$ cat config.mk
export PLATFORM = sky130hd
export DESIGN_NAME = page_req_match
export DESIGN_NICKNAME = d
export VERILOG_FILES = /design/src/rtl/pgm_pkg.sv /design/src/rtl/pgm_req_ram.sv /design/src/rtl/pgm_slot_cmp.sv /design/src/rtl/pgm_pick.sv /design/src/rtl/page_req_match.sv
export SDC_FILE = /design/constraint.sdc
export NUM_CORES = 1
export LEC_CHECK = 0
export BUFFER_PORTS_ARGS = -buffer_cell sky130_fd_sc_hd__buf_2
export CELL_PAD_IN_SITES_DETAIL_PLACEMENT = 1
export CELL_PAD_IN_SITES_GLOBAL_PLACEMENT = 1
export CORE_MARGIN = 2
export CORE_UTILIZATION = 30
export CTS_CLUSTER_DIAMETER = 60
export DETAILED_ROUTE_END_ITERATION = 16
export HOLD_SLACK_MARGIN = 0.05
export PLACE_DENSITY_LB_ADDON = 0.25
export SYNTH_ARGS = -nofsm -noshare
export SYNTH_HDL_FRONTEND = slang
export SYNTH_SLANG_ARGS = --single-unit
$ cat constraint.sdc
create_clock -name clk -period 6.1 [get_ports clk]
set_clock_uncertainty 0.15 [all_clocks]
set_input_delay 0.305 -clock clk [delete_from_list [all_inputs] [get_ports clk]]
set_output_delay 0.305 -clock clk [all_outputs]
set_load 0.005 [all_outputs]
$ cat src/rtl/pgm_pkg.sv
// Shared constants and helpers for the page request matcher.
// Assumes the fixed seven-column request format: magazine plus six digits.
package pgm_pkg;
    localparam int NUM_COLS = 7;
    localparam int WORD_W   = 5;
    localparam int CARE_BIT = 4;
    localparam int HOLD_BIT = 3;
    localparam int DIG_W    = 4;
    localparam int COL_W    = $clog2(NUM_COLS);

    typedef logic [WORD_W-1:0] req_word_t;
    typedef logic [DIG_W-1:0]  digit_t;

    // Number of significant value bits compared in each column.
    function automatic int col_bits(input int col);
        case (col)
            0:       col_bits = 3;
            3:       col_bits = 2;
            5:       col_bits = 3;
            default: col_bits = 4;
        endcase
    endfunction
endpackage

$ cat src/rtl/pgm_req_ram.sv
// Request store: NUM_SLOTS slots of NUM_COLS words, written through an
// auto-incrementing column pointer. A pointer load wins over a data word
// in the same cycle. Start columns past the last column map to column 0.
module pgm_req_ram
    import pgm_pkg::*;
#(
    parameter int NUM_SLOTS = 8,
    localparam int SLOT_W = $clog2(NUM_SLOTS)
) (
    input  logic                                 clk,
    input  logic                                 rst_n,
    input  logic                                 set_ptr,
    input  logic [SLOT_W-1:0]                    set_slot,
    input  logic [COL_W-1:0]                     set_col,
    input  logic                                 wr_en,
    input  req_word_t                            wr_word,
    output logic [NUM_SLOTS-1:0][NUM_COLS-1:0][WORD_W-1:0] req,
    output logic [NUM_SLOTS-1:0]                 wr_oh
);
    logic [SLOT_W-1:0] slot_q;
    logic [COL_W-1:0]  col_q;
    logic              wr_fire;

    assign wr_fire = wr_en && !set_ptr;

    // Pointer load and column advance with wrap.
    always_ff @(posedge clk) begin
        if (!rst_n) begin
            slot_q <= '0;
            col_q  <= '0;
        end else if (set_ptr) begin
            slot_q <= set_slot;
            col_q  <= (set_col >= COL_W'(NUM_COLS)) ? '0 : set_col;
        end else if (wr_en) begin
            col_q  <= (col_q == COL_W'(NUM_COLS-1)) ? '0 : col_q + 1'b1;
        end
    end

    // Request word storage.
    always_ff @(posedge clk) begin
        if (!rst_n) begin
            req <= '0;
        end else if (wr_fire) begin
            req[slot_q][col_q] <= wr_word;
        end
    end

    // One-hot marker of the slot written this cycle.
    always_comb begin
        wr_oh = '0;
        if (wr_fire) wr_oh[slot_q] = 1'b1;
    end

    p_ptr_range_r2: assert property (@(posedge clk) disable iff (!rst_n)
        col_q < COL_W'(NUM_COLS));
    p_ptr_wrap_r2: assert property (@(posedge clk) disable iff (!rst_n)
        (wr_en && !set_ptr && col_q == COL_W'(NUM_COLS-1)) |=> col_q == '0);
endmodule

$ cat src/rtl/pgm_slot_cmp.sv
// Compares one slot's request against a decoded header. A digit takes part
// only when its care bit is set; a compared digit with an error flag fails.
// The slot hits only with its hold bit set. Purely combinational; the clock
// serves the local assertions.
module pgm_slot_cmp
    import pgm_pkg::*;
(
    input  logic                               clk,
    input  logic                               rst_n,
    input  logic [NUM_COLS-1:0][WORD_W-1:0]    req,
    input  logic [NUM_COLS-1:0][DIG_W-1:0]     dig,
    input  logic [NUM_COLS-1:0]                err,
    output logic                               hit
);
    logic [NUM_COLS-1:0] care;
    logic [NUM_COLS-1:0] pass;

    for (genvar c = 0; c < NUM_COLS; c++) begin : g_col
        localparam int        NB  = col_bits(c);
        localparam logic [DIG_W-1:0] MSK = DIG_W'((1 << NB) - 1);
        logic eq;
        // Masked digit equality for this column.
        assign eq      = ((req[c][DIG_W-1:0] ^ dig[c]) & MSK) == '0;
        assign care[c] = req[c][CARE_BIT];
        assign pass[c] = !care[c] || (eq && !err[c]);
    end

    assign hit = req[0][HOLD_BIT] && (&pass);

    p_err_blocks_r6: assert property (@(posedge clk) disable iff (!rst_n)
        (|(care & err)) |-> !hit);
    p_hold_blocks_r5: assert property (@(posedge clk) disable iff (!rst_n)
        !req[0][HOLD_BIT] |-> !hit);
endmodule

$ cat src/rtl/pgm_pick.sv
// Fixed-priority pick: lowest set index wins.
module pgm_pick #(
    parameter int N = 8,
    localparam int IW = $clog2(N)
) (
    input  logic [N-1:0]  req,
    output logic          any,
    output logic [IW-1:0] idx
);
    // Scan from the top so the lowest index is written last.
    always_comb begin
        any = 1'b0;
        idx = '0;
        for (int i = N - 1; i >= 0; i--) begin
            if (req[i]) begin
                any = 1'b1;
                idx = IW'(i);
            end
        end
    end
endmodule

$ cat src/rtl/page_req_match.sv
// Page request matcher top. Stores the request slots, compares each header
// against the slots of the selected group, and registers one capture pulse
// plus per-slot looking and found flags. Assumes headers arrive already
// decoded with one error flag per digit column.
module page_req_match
    import pgm_pkg::*;
#(
    parameter int NUM_SLOTS  = 8,
    parameter int GROUP_SIZE = 4,
    localparam int SLOT_W   = $clog2(NUM_SLOTS),
    localparam int NUM_GRPS = NUM_SLOTS / GROUP_SIZE,
    localparam int GRP_W    = (NUM_GRPS > 1) ? $clog2(NUM_GRPS) : 1
) (
    input  logic                 clk,
    input  logic                 rst_n,
    input  logic                 req_setup,
    input  logic [SLOT_W-1:0]    req_slot,
    input  logic [2:0]           req_col,
    input  logic                 req_valid,
    input  logic [4:0]           req_word,
    input  logic [GRP_W-1:0]     acq_group,
    input  logic                 hdr_valid,
    input  logic [2:0]           hdr_mag,
    input  logic [3:0]           hdr_pt,
    input  logic [3:0]           hdr_pu,
    input  logic [1:0]           hdr_ht,
    input  logic [3:0]           hdr_hu,
    input  logic [2:0]           hdr_mt,
    input  logic [3:0]           hdr_mu,
    input  logic [6:0]           hdr_err,
    output logic                 cap_valid,
    output logic [SLOT_W-1:0]    cap_slot,
    output logic [NUM_SLOTS-1:0] looking,
    output logic [NUM_SLOTS-1:0] found_n
);
    logic [NUM_SLOTS-1:0][NUM_COLS-1:0][WORD_W-1:0] req;
    logic [NUM_SLOTS-1:0]              wr_oh;
    logic [NUM_SLOTS-1:0]              hit;
    logic [NUM_SLOTS-1:0]              cand;
    logic [NUM_COLS-1:0][DIG_W-1:0]    dig;
    logic                              any_hit;
    logic [SLOT_W-1:0]                 win;
    logic                              fire;

    assign dig = {hdr_mu, 1'b0, hdr_mt, hdr_hu, 2'b00, hdr_ht,
                  hdr_pu, hdr_pt, 1'b0, hdr_mag};

    pgm_req_ram #(.NUM_SLOTS(NUM_SLOTS)) u_ram (
        .clk      (clk),
        .rst_n    (rst_n),
        .set_ptr  (req_setup),
        .set_slot (req_slot),
        .set_col  (req_col),
        .wr_en    (req_valid),
        .wr_word  (req_word),
        .req      (req),
        .wr_oh    (wr_oh)
    );

    for (genvar i = 0; i < NUM_SLOTS; i++) begin : g_slot
        pgm_slot_cmp u_cmp (
            .clk   (clk),
            .rst_n (rst_n),
            .req   (req[i]),
            .dig   (dig),
            .err   (hdr_err),
            .hit   (hit[i])
        );
        assign cand[i] = hit[i] && (GRP_W'(i / GROUP_SIZE) == acq_group);

        p_found_needs_cap_r9: assert property (@(posedge clk) disable iff (!rst_n)
            $fell(found_n[i]) |-> (cap_valid && cap_slot == SLOT_W'(i)));
    end

    pgm_pick #(.N(NUM_SLOTS)) u_pick (
        .req (cand),
        .any (any_hit),
        .idx (win)
    );

    assign fire = hdr_valid && any_hit;

    // Capture pulse register.
    always_ff @(posedge clk) begin
        if (!rst_n) begin
            cap_valid <= 1'b0;
            cap_slot  <= '0;
        end else begin
            cap_valid <= fire;
            if (fire) cap_slot <= win;
        end
    end

    // Per-slot flags: a write re-arms the slot, a capture marks it found.
    always_ff @(posedge clk) begin
        if (!rst_n) begin
            looking <= '0;
            found_n <= '1;
        end else begin
            for (int i = 0; i < NUM_SLOTS; i++) begin
                if (wr_oh[i]) begin
                    looking[i] <= 1'b1;
                    found_n[i] <= 1'b1;
                end else if (fire && win == SLOT_W'(i)) begin
                    looking[i] <= 1'b0;
                    found_n[i] <= 1'b0;
                end
            end
        end
    end

    p_cap_needs_hdr_r8: assert property (@(posedge clk) disable iff (!rst_n)
        cap_valid |-> $past(hdr_valid));
    p_cap_group_r7: assert property (@(posedge clk) disable iff (!rst_n)
        cap_valid |-> (GRP_W'(int'(cap_slot) / GROUP_SIZE) == $past(acq_group)));
    p_found_on_cap_r9: assert property (@(posedge clk) disable iff (!rst_n)
        (cap_valid && !$past(req_valid)) |-> !found_n[cap_slot]);
    p_flags_excl_r9: assert property (@(posedge clk) disable iff (!rst_n)
        (looking & ~found_n) == '0);
endmodule

Word level (Yosys, flattened, before mapping)
Cells that the tools add are included.
W data, S select, Z words.
Operators by class
  add/subtract/negate cells: 1
  multipliers: 0
  div/mod/pow operators: 0
  magnitude comparators: 5
  equal/unequal tests: 8
  shift operators: 0
  multiplexer cells: 44
  bitwise logic cells: 58
  reduce and logical (&&, ||, !) cells: 286
Operators by type and width (number)
  $bwmux W280: 1
  $logic_not A4 Y1: 56
  $xor A4 B4 Y4: 32
  $demux W35 S3: 1
  $logic_and A1 B1 Y1: 84
  $logic_not A1 Y1: 64
  $logic_or A1 B1 Y1: 56
  $reduce_and A7 Y1: 8
  $xor A3 B3 Y3: 16
  $mux W3: 12
  $mux W35: 1
  $mux W1: 25
  $reduce_bool A2 Y1: 9
  $reduce_or A2 Y1: 8
  $xor A2 B2 Y2: 8
  $demux W5 S3: 1
  $eq A3 B3 Y1 const B: 5
  $lt A3 B4 Y1 const B: 2
  $mux W8: 1
  $eq A3 B2 Y1 const B: 2
  $ge A3 B1 Y1 const B: 2
  $mux W5: 1
  $add A3 B1 Y3 const B: 1
  $demux W1 S3: 1
  other kinds (4): 5
Storage, ports and cells
  bits in registers: 306
  bits in latches: 0
  bits in writable memories: 0
  memory bits (read-only): 0
  input port bits: 48
  output and inout bits: 20
  word-level logic and storage cells: 478
  memories kept: 0

Depth between registers and ports, before layout
Gate-level depths: netlist of the first run.
  depth in word-level cells: 19
  depth in mapped cells: 10

Hierarchy
A second synthesis of the first run with hierarchy kept.
Unflattened totals
  cell total of the unflattened synthesis: 1471
  area total of the unflattened synthesis: 14453.9 sq um
By module, submodules not included
  pgm_req_ram: times used 1, cells an instance 1060, area each 10799.1 sq um, seq. area each 5725.5 sq um
  pgm_slot_cmp: times used 8, cells an instance 38, area each 321.6 sq um, seq. area each 0.0 sq um
  page_req_match: times used 1, cells an instance 94, area each 1002.2 sq um, seq. area each 400.4 sq um
  pgm_pick: times used 1, cells an instance 13, area each 80.1 sq um, seq. area each 0.0 sq um

Least setup slack after synthesis of the first run
No wires, ideal clock.
  path kind: in2reg
  start point: input hdr_pt[1]
  end point: register found_n[4]
  setup time: 0.120 ns
  arrival time: 2.132 ns
  required time: 5.830 ns
  slack: 3.698 ns
  cell stages on the path: 9
  path buffers: 1
  cells stage by stage: buf_2 xor2_1 o31ai_1 nand4_1 or3_1 a211o_1 a21oi_4 nand2_2 a211o_1
On the way
  word-level cells in the longest chain between the ends: 17
Ends and longest elaborated chain
  start: declaration: RTL line page_req_match.sv:24  | input logic [3:0] hdr_pt,
  $xor A4 B4 Y4: RTL line pgm_slot_cmp.sv:23  | assign eq = ((req[c][DIG_W-1:0] ^ dig[c]) & MSK) == '0;
  $logic_not A4 Y1: RTL line pgm_slot_cmp.sv:23
  $logic_and A1 B1 Y1: RTL line pgm_slot_cmp.sv:25  | assign pass[c] = !care[c] || (eq && !err[c]);
  $logic_or A1 B1 Y1: RTL line pgm_slot_cmp.sv:25
  $reduce_and A7 Y1: RTL line pgm_slot_cmp.sv:28  | assign hit = req[0][HOLD_BIT] && (&pass);
  $logic_and A1 B1 Y1: RTL line pgm_slot_cmp.sv:28
  $logic_and A1 B1 Y1: RTL line page_req_match.sv:69  | assign cand[i] = hit[i] && (GRP_W'(i / GROUP_SIZE) == acq_group);
  $mux W3 or $mux W1 (tied branches) (8 in a row): RTL line pgm_pick.sv:15  | if (req[i]) begin
  $eq A3 B3 Y1 or $logic_and A1 B1 Y1 (tied branches): RTL line page_req_match.sv:104, page_req_match.sv:81
  $logic_and A1 B1 Y1 *: RTL line page_req_match.sv:104  | end else if (fire && win == SLOT_W'(i)) begin
  end signal: assignment: RTL line page_req_match.sv:98  | found_n <= '1;
  end signal: indexed assignment: RTL line page_req_match.sv:103  | found_n[i] <= 1'b1;
  end signal: indexed assignment: RTL line page_req_match.sv:106  | found_n[i] <= 1'b0;
  end: declaration: RTL line page_req_match.sv:34  | output logic [NUM_SLOTS-1:0] found_n
Every way passes the cells marked *; elsewhere a longest branch is shown, timed or not.
A chain may end at the register's enable or synchronous reset.

Worst setup path after layout of the first run
  start point: register u_ram.req[173] (netlist name)
  end point: register looking[6]
On the way
  word-level cells in the longest chain between the ends: 15
Ends and longest elaborated chain
  $xor A4 B4 Y4 *: RTL line pgm_slot_cmp.sv:23
  $logic_not A4 Y1 *: RTL line pgm_slot_cmp.sv:23
  $logic_and A1 B1 Y1 *: RTL line pgm_slot_cmp.sv:25
  $logic_or A1 B1 Y1 *: RTL line pgm_slot_cmp.sv:25
  $reduce_and A7 Y1 *: RTL line pgm_slot_cmp.sv:28
  $logic_and A1 B1 Y1 *: RTL line pgm_slot_cmp.sv:28
  $logic_and A1 B1 Y1 *: RTL line page_req_match.sv:69
  $mux W3 or $mux W1 (tied branches) (5 in a row): RTL line pgm_pick.sv:15
  $eq A3 B3 Y1 or $logic_and A1 B1 Y1 (tied branches): RTL line page_req_match.sv:104, page_req_match.sv:81
  $logic_and A1 B1 Y1 *: RTL line page_req_match.sv:104
  $reduce_bool A2 Y1 (no source line) *
  end signal: assignment: RTL line page_req_match.sv:97  | looking <= '0;
  end signal: indexed assignment: RTL line page_req_match.sv:102  | looking[i] <= 1'b1;
  end signal: indexed assignment: RTL line page_req_match.sv:105  | looking[i] <= 1'b0;
  end: declaration: RTL line page_req_match.sv:33  | output logic [NUM_SLOTS-1:0] looking,
Marked as above.

==> results of run 1 <==
==> synth_stat cells (all sizes together), types with 13 or more instances <==
master / instances / area (um2)
dfxtp: 282 / 5645
nand2: 198 / 745.7
a21oi: 159 / 807.0
nor2: 158 / 593.1
nand3: 134 / 670.6
mux2i: 110 / 1101
xnor2: 96 / 870.8
xor2: 96 / 840.8
clkbuf: 94 / 354.1
o21ai: 61 / 305.3
buf: 43 / 286.5
o31ai: 40 / 305.3
o41ai: 17 / 148.9
nand4: 13 / 81.33
==> cells by family (layout without fill, tap and decap cells) <==
kind of cell / Yosys count / after routing / synth area share [%]
AND/OR/NAND/NOR: 543 / 543 / 17.90
AO/OA/AOI/OAI: 297 / 297 / 13.03
flip-flops: 282 / 282 / 42.80
XOR/XNOR: 192 / 192 / 12.98
buffers and inverters: 140 / 169 / 4.942
multiplexers: 110 / 110 / 8.348
other: 0 / 1 / 0
==> tightest hold or removal path, stage by stage <==
cell     delay (ns)
buf_4          0.36
nand2_1        0.15
a21oi_1        0.05
==> cell usage in the layout (no fill, tap or decap), types with 3 or more instances in the layout <==
cell type,Yosys,layout
dfxtp_1,282,282
nand2_1,197,197
nor2_1,158,158
a21oi_1,158,158
nand3_1,134,134
mux2i_1,110,110
xor2_1,96,96
xnor2_1,92,92
buf_2,13,64
o21ai_0,59,59
o31ai_1,39,39
clkbuf_16,0,39
buf_4,7,19
o41ai_1,17,17
dlygate4sd3_1,0,15
clkbuf_8,0,14
nand4_1,13,13
nor3_1,9,7
nor2b_1,6,6
nand3b_1,4,4
nor3_2,2,4
nand2b_1,4,4
xnor2_2,4,4
a211o_1,4,4
clkbuf_1,93,4
a31oi_1,3,3
bufinv_16,0,3
clkinv_2,0,3
==> worst paths after layout <==
check | to | slack, ns | cells after the start | start
min reg2reg | u_ram.req[74] | 0.31 | 2 | u_ram.req[74]
max | looking[6] | 2.66 | 8 | u_ram.req[173]
min | u_ram.req[121] | 0.26 | 3 | req_word[1]
max reg2reg | looking[6] | 2.66 | 8 | u_ram.req[173]
==> cell type report <==
type	instances	area, um2
Antenna cell	1	2.502
Clock buffer	57	1184
Clock inverter	11	151.4
Fill cell	5036	28000
Inverter	3	18.77
Multi-Input combinational cell	1142	6919
Sequential cell	282	5645
Tap cell	585	732.0
Timing Repair Buffer	98	613.1
==> metrics by stage <==
stage / utilization, % / area (um2) / instances / total power, mW / hold WS (ns)
finish: 35.28 / 15270 / 2179 / 4.500 / 0.2591
global route: 35.28 / 15260 / 2178 / 4.666 / 0.2635
CTS: 35.28 / 15260 / 2178 / 4.560 / 0.2268
detailed placement: 31.85 / 13780 / 2095 / 2.179 / 0.3034
global placement: 31.85 / 13780 / 2095 / 2.177 / 0.2895
floorplan: - / 13190 / 1564 / 2.092 / 0.2818
==> sequential cells by signal (all words and copies together), names as in the netlist <==
signal,cells
looking,8
found_n,8
cap_slot,3
u_ram.req,256
u_ram.col_q,3
u_ram.slot_q,3
cap_valid,1
==> power by group <==
group / switching [mW] / internal [mW] / total (mW)
Combinational: 0.203 / 0.0810 / 0.284
Sequential: 0.0114 / 1.85 / 1.86
Clock: 0.882 / 1.47 / 2.35
==> layer usage <==
layer,vias up,share of wire (%),global-route usage (%)
met4,0,2.3,5.580
met1,5552,48,26.29
met2,156,47,32.75
met5,-,0,0
li1,5312,-,-
met3,69,3.3,3.310
==> reports/results.tsv, run 1 <==
stage	metric	value	unit
status	status	complete, no violations	
clock_network	cts_buffer_depth	3	
drt	routedWlPerCell	20.18	um
global_routing	antenna_found_initial	1	
sta	setup_tns	0	ns
clock_network	cts_max_level	2	
drt	num_vias	11090	
clock_network	ctsRootBufferMaster	clkbuf_16	
sta	slew_headroom	29.78	%
sta	finalCritPeriodShare	56.39	%
floorplanning	die_w	213.7	um
sta	slew_violations	0	
power	ir_worst_vdd	0.0001594	V
clock_network	clkLatencyLatePin	0.55	ns
power	pwr_density_cell	294.8	nW/um2
setup_path	setup.worst_path.end_class	register	
yosys	synth_seq_area_share	42.80	%
yosys	synth_edf_count	0	
setup_path	startpoint_type	register	
sta	rsz0062_at_grt	false	
yosys	synth_async_sr_flop_share	0	%
setup_path	path_cells	xnor2_1 > nand3_1 > o31ai_1 > nand4_1 > nor3_1 > o21bai_1 > nor4b_1 > o22ai_1	
global_routing	grt.total_usage	19.69	%
yosys	synth_cell_types	52	
finish	syn_to_final_growth	15.74	%
sta	fin_crit	3.440	ns
drt	drc	0	
clock_network	cts_tree	built	
placement	portBuffers	67	
job	drv_cap	0	
yosys	ys_warn_count	0	
placement	dpl.hpwl	27500	um
global_routing	overflow	0	
global_routing	grt_pass1_vias	11480	
clock_network	post_cts_buffers	0	
sta	max_freq	290.7	MHz
clock_network	cts.sinks	282	
clock_network	numCtsBuffers	38	
setup_path	cp_max_fo	4	
floorplanning	rows	76	
setup_path	critical-path-top-delay-family	simple AND/OR/NAND/NOR gates	
setup_path	cpMaxStageDelayCell	o31ai_1	
yosys	synth_cells	1564	
setup_path	path_buf_inv	0	
drt	wl	43970	um
sta	worst_slew_pin_slew	1.053	ns
yosys	synthesis.area	13190	um2
clock_network	cts_hold_buf	15	
setup_path	arrival	3.67	ns
yosys	synth.net_count	1612	
finish	layout.nets	1613	
setup_path	worstSetupPathType	register to register	
floorplanning	core_area	43270	um2
sta	timing.final.ws_setup	2.660	ns
power	power_leakage	5.519	nW
floorplanning	io_pins	68	
sta	setup_viol	0	
placement	globalplace.congestion	0.7610	
worst_hold_path	min_path_type	input port to register	
drt	drt_pass1_iterations	4	
floorplanning	fp.dieH	213.7	um
setup_path	critPathMaxStageDelay	0.76	ns
clock_network	post_cts_resized	0	
placement	pre_cts_ws	2.445	ns
drt	ant_nets	0	
yosys	avgSynthCellArea	8.434	um2
finish	drive_above_1_share	10.23	%
clock_network	clk_pin_slew	0.06	ns
setup_path	worstPathRequired	6.33	ns
global_routing	grt_start_max_net_pins	162	
floorplanning	initial_core_util	30.49	%
sta	hold_viol	0	
yosys	ys_ff_latch	282	
floorplanning	die_area	45660	um2
yosys	synth_ff_type	dfxtp_1	
global_routing	grt_pass1_wl	68690	um
drt	vias_per_cell	5.089	
drt	drt_iter0_drc	580	
No activity file was read; power rests on OpenSTA's default activity.
==> inputs of run 2 (changes only) <==
--- a/config.mk
+++ b/config.mk
@@ -5,6 +5,7 @@
 export SDC_FILE = /design/constraint.sdc
 export NUM_CORES = 1
 export LEC_CHECK = 0
+export ABC_AREA = 1
 export BUFFER_PORTS_ARGS = -buffer_cell sky130_fd_sc_hd__buf_2
 export CELL_PAD_IN_SITES_DETAIL_PLACEMENT = 1
 export CELL_PAD_IN_SITES_GLOBAL_PLACEMENT = 1
==> constraint.sdc (replaced) <==
create_clock -name clk -period 3 [get_ports clk]
set_clock_uncertainty 0.15 [all_clocks]
set_input_delay 0.15 -clock clk [delete_from_list [all_inputs] [get_ports clk]]
set_output_delay 0.15 -clock clk [all_outputs]
set_load 0.005 [all_outputs]
==> run 2 against run 1 <==
Combinational power up 120%. Core utilization increased by 0.17 points. Cell area is 2.3% higher. Largest cell class unchanged. Largest power group unchanged.
==> reports/results.tsv, run 2 <==
stage	metric	value	unit	change
setup_path	cp_max_fo	6		+2
yosys	yosys-top-cells-area	dfxtp_1 42%, o21ai_0 11%, nor2_1 11%		
sta	finalCritPeriodShare	89.22	%	+33 points
drt	routedWlPerCell	17.74	um	-12%
drt	num_vias	12890		+16%
placement	dpl_cell_area	14180	um2	+2.9%
sta	setup_viol	0		unchanged
finish	design_area	15610	um2	+2.3%
clock_network	cts_tree	built		
clock_network	cts_buffer_depth	3		unchanged
power	power_leakage	6.238	nW	+13%
yosys	ys_ff_latch	282		unchanged
yosys	synth_top_cell_area_share	42.43	%	-0.37 points
clock_network	cts_max_level	2		unchanged
finish	multi_input_area	6465	um2	-6.6%
sta	setup_tns	0	ns	unchanged
yosys	synth.net_count	2002		+24%
finish	final_cell_mix	390 x nor2_1, 293 x o21ai_0, 282 x dfxtp_1		
global_routing	grt_pass1_vias	13360		+16%
setup_path	worstSetupPathType	register to register		
floorplanning	die_area	46060	um2	+0.86%
floorplanning	rows	77		+1.3%
finish	n_antenna_cell	0		-1
yosys	synth_edf_count	0		unchanged
finish	top_register	u_ram.req		
global_routing	grt.total_usage	20.27	%	+0.58 points
finish	largest_reg_flops	256		unchanged
floorplanning	die_w	214.6	um	+0.43%
setup_path	setup.worst_path.end_class	register		
placement	globalplace.congestion	0.7867		+3.4%
global_routing	overflow	0		unchanged
power	pwr_density_cell	569.9	nW/um2	+93%
drt	ant_nets	0		unchanged
clock_network	ctsRootBufferMaster	clkbuf_16		
sta	max_freq	373.6	MHz	+29%
finish	final_common_cell	nor2_1		
global_routing	grt_start_max_net_pins	235		+45%
placement	portBuffers	67		unchanged
finish	fill_cells	5564		+10%
clock_network	clkLatencyLatePin	0.55	ns	about the same
yosys	avgSynthCellArea	6.810	um2	-19%
sta	timing.final.ws_setup	0.3233	ns	-2.337 ns
yosys	synth_seq_area_share	42.43	%	-0.37 points
drt	drc	0		unchanged
finish	layout.nets	2067		+28%
sta	fin_crit	2.677	ns	-0.7629 ns
finish	seq_area	5645	um2	unchanged
floorplanning	core_area	44030	um2	+1.8%
sta	slew_headroom	33.84	%	+4.1 points
clock_network	post_cts_buffers	0		unchanged
clock_network	clk_pin_slew	0.06	ns	about the same
finish	final_cells	2637		+21%
yosys	synthesis.area	13310	um2	+0.88%
sta	rsz0062_at_grt	false		
setup_path	arrival	2.89	ns	-0.78 ns
setup_path	startpoint_type	register		
global_routing	grt_pass1_wl	74210	um	+8.0%
yosys	ys_warn_count	0		unchanged
floorplanning	io_pins	68		unchanged
yosys	synth_ff_type	dfxtp_1		
sta	fin_hold_ws	0.06268	ns	-0.1964 ns
sta	worst_slew_pin_slew	0.9924	ns	-0.06088 ns
floorplanning	fp.dieH	214.6	um	+0.43%
finish	drive_above_1_share	10.12	%	-0.11 points
setup_path	worstPathRequired	3.22	ns	-3.11 ns
placement	dp_cells	2551		+22%
power	finalPower	8.896	mW	+98%
yosys	synth_common_cells	390 x nor2_1, 293 x o21ai_0, 282 x dfxtp_1, 279 x nand2_1, 197 x inv_1		
clock_network	cts.sinks	282		unchanged
drt	drt_iter0_drc	646		+11%
status	status	complete, no violations		
drt	drt_pass1_iterations	4		unchanged
floorplanning	initial_core_util	30.22	%	-0.26 points
yosys	yosysMostFrequentCell	nor2_1		
finish	largestRegisters	u_ram.req: 256 flops, found_n: 8 flops, looking: 8 flops		
finish	fin_util	35.45	%	+0.17 points
placement	pre_cts_ws	0.2507	ns	-2.195 ns
power	ir_worst_vdd	0.0003205	V	+100%
placement	dpl.hpwl	30770	um	+12%
yosys	synth_cell_types	39		-25%
drt	wl	46770	um	+6.4%
yosys	synth_largest_area_cell	dfxtp_1		
yosys	synth_async_sr_flop_share	0	%	unchanged
global_routing	antenna_found_initial	0		-1
worst_hold_path	min_path_type	input port to register		
clock_network	numCtsBuffers	37		-2.6%
job	drv_cap	0		unchanged
yosys	synth_cells	1954		+25%
finish	syn_to_final_growth	17.31	%	
drt	vias_per_cell	4.889		-3.9%
sta	hold_viol	0		unchanged
sta	slew_violations	0		unchanged
[run 2: cell count changes in the layout (fill, tap and decap cells not counted), sizes merged, moves of 69 or more]
cell,before,now
o21ai,61,312
nor2,158,399
nand2,198,299
nand3,134,65
mux2i,110,0
xor2,96,11
inv,6,216
[run 2: per-layer routing]
metal	wire length [um]	global-route usage, %	up-vias
li1	-	-	6436
met1	21320	25.50	6215
met2	22480	34.96	170
met3	1406	2.950	72
met4	1566	7.870	0
met5	0	0	-
[run 2: cell families after synthesis]
| group | Yosys count | share of synthesized area, % |
|---|---|---|
| compound gates | 523 | 20.52 |
| xor+xnor | 53 | 3.488 |
| buf+inv | 298 | 8.989 |
| flops | 282 | 42.43 |
| simple gates | 798 | 24.58 |
[run 2: area by class of cell]
| cell class | instances | share of cell area (%) |
|---|---|---|
| Tap cell | 592 | 4.745 |
| Clock buffer | 48 | 6.517 |
| Inverter | 214 | 5.146 |
| Multi-Input combinational cell | 1374 | 41.42 |
| Clock inverter | 17 | 1.307 |
| Timing Repair Buffer | 110 | 4.705 |
| Sequential cell | 282 | 36.17 |
[run 2: final timing paths]
kind	startpoint	to	slack [ns]	cells after the start
setup / recovery	u_ram.req[246]	found_n[6]	0.32	17
hold / removal	req_word[4]	u_ram.req[279]	0.06	3
setup reg to reg	u_ram.req[246]	found_n[6]	0.32	17
hold reg to reg	u_ram.req[104]	u_ram.req[104]	0.29	2
[run 2: what timing repair did]
item	in CTS	in global routing
gates resized for setup	0	0
hold buffers	21	0
setup endpoints to repair	0	0
hold endpoints to repair	50	0
[run 2: critical path: stages, from the launching register on]
cell and delay [ns]:
dfxtp_1 0.34, inv_1 0.06, nand2_1 0.05, nand2_1 0.05
nor2_1 0.14, nand2_1 0.09, a21oi_1 0.38, nand3_1 0.24
nor2_2 0.19, inv_1 0.06, nand2_2 0.08, nand3_1 0.09
nand2_2 0.09, nand2_4 0.08, inv_2 0.07, nand2_2 0.06
o21ai_1 0.15, nand3_1 0.11
[run 2: power breakdown]
| group | switching [mW] | internal (mW) | leakage, nW | total [mW] |
|---|---|---|---|---|
| logic | 0.448 | 0.182 | 3.36 | 0.630 |
| clock network | 1.79 | 2.68 | 0.606 | 4.47 |
| registers | 0.0220 | 3.77 | 2.27 | 3.80 |
| total | 2.26 | 6.63 | 6.24 | 8.90 |
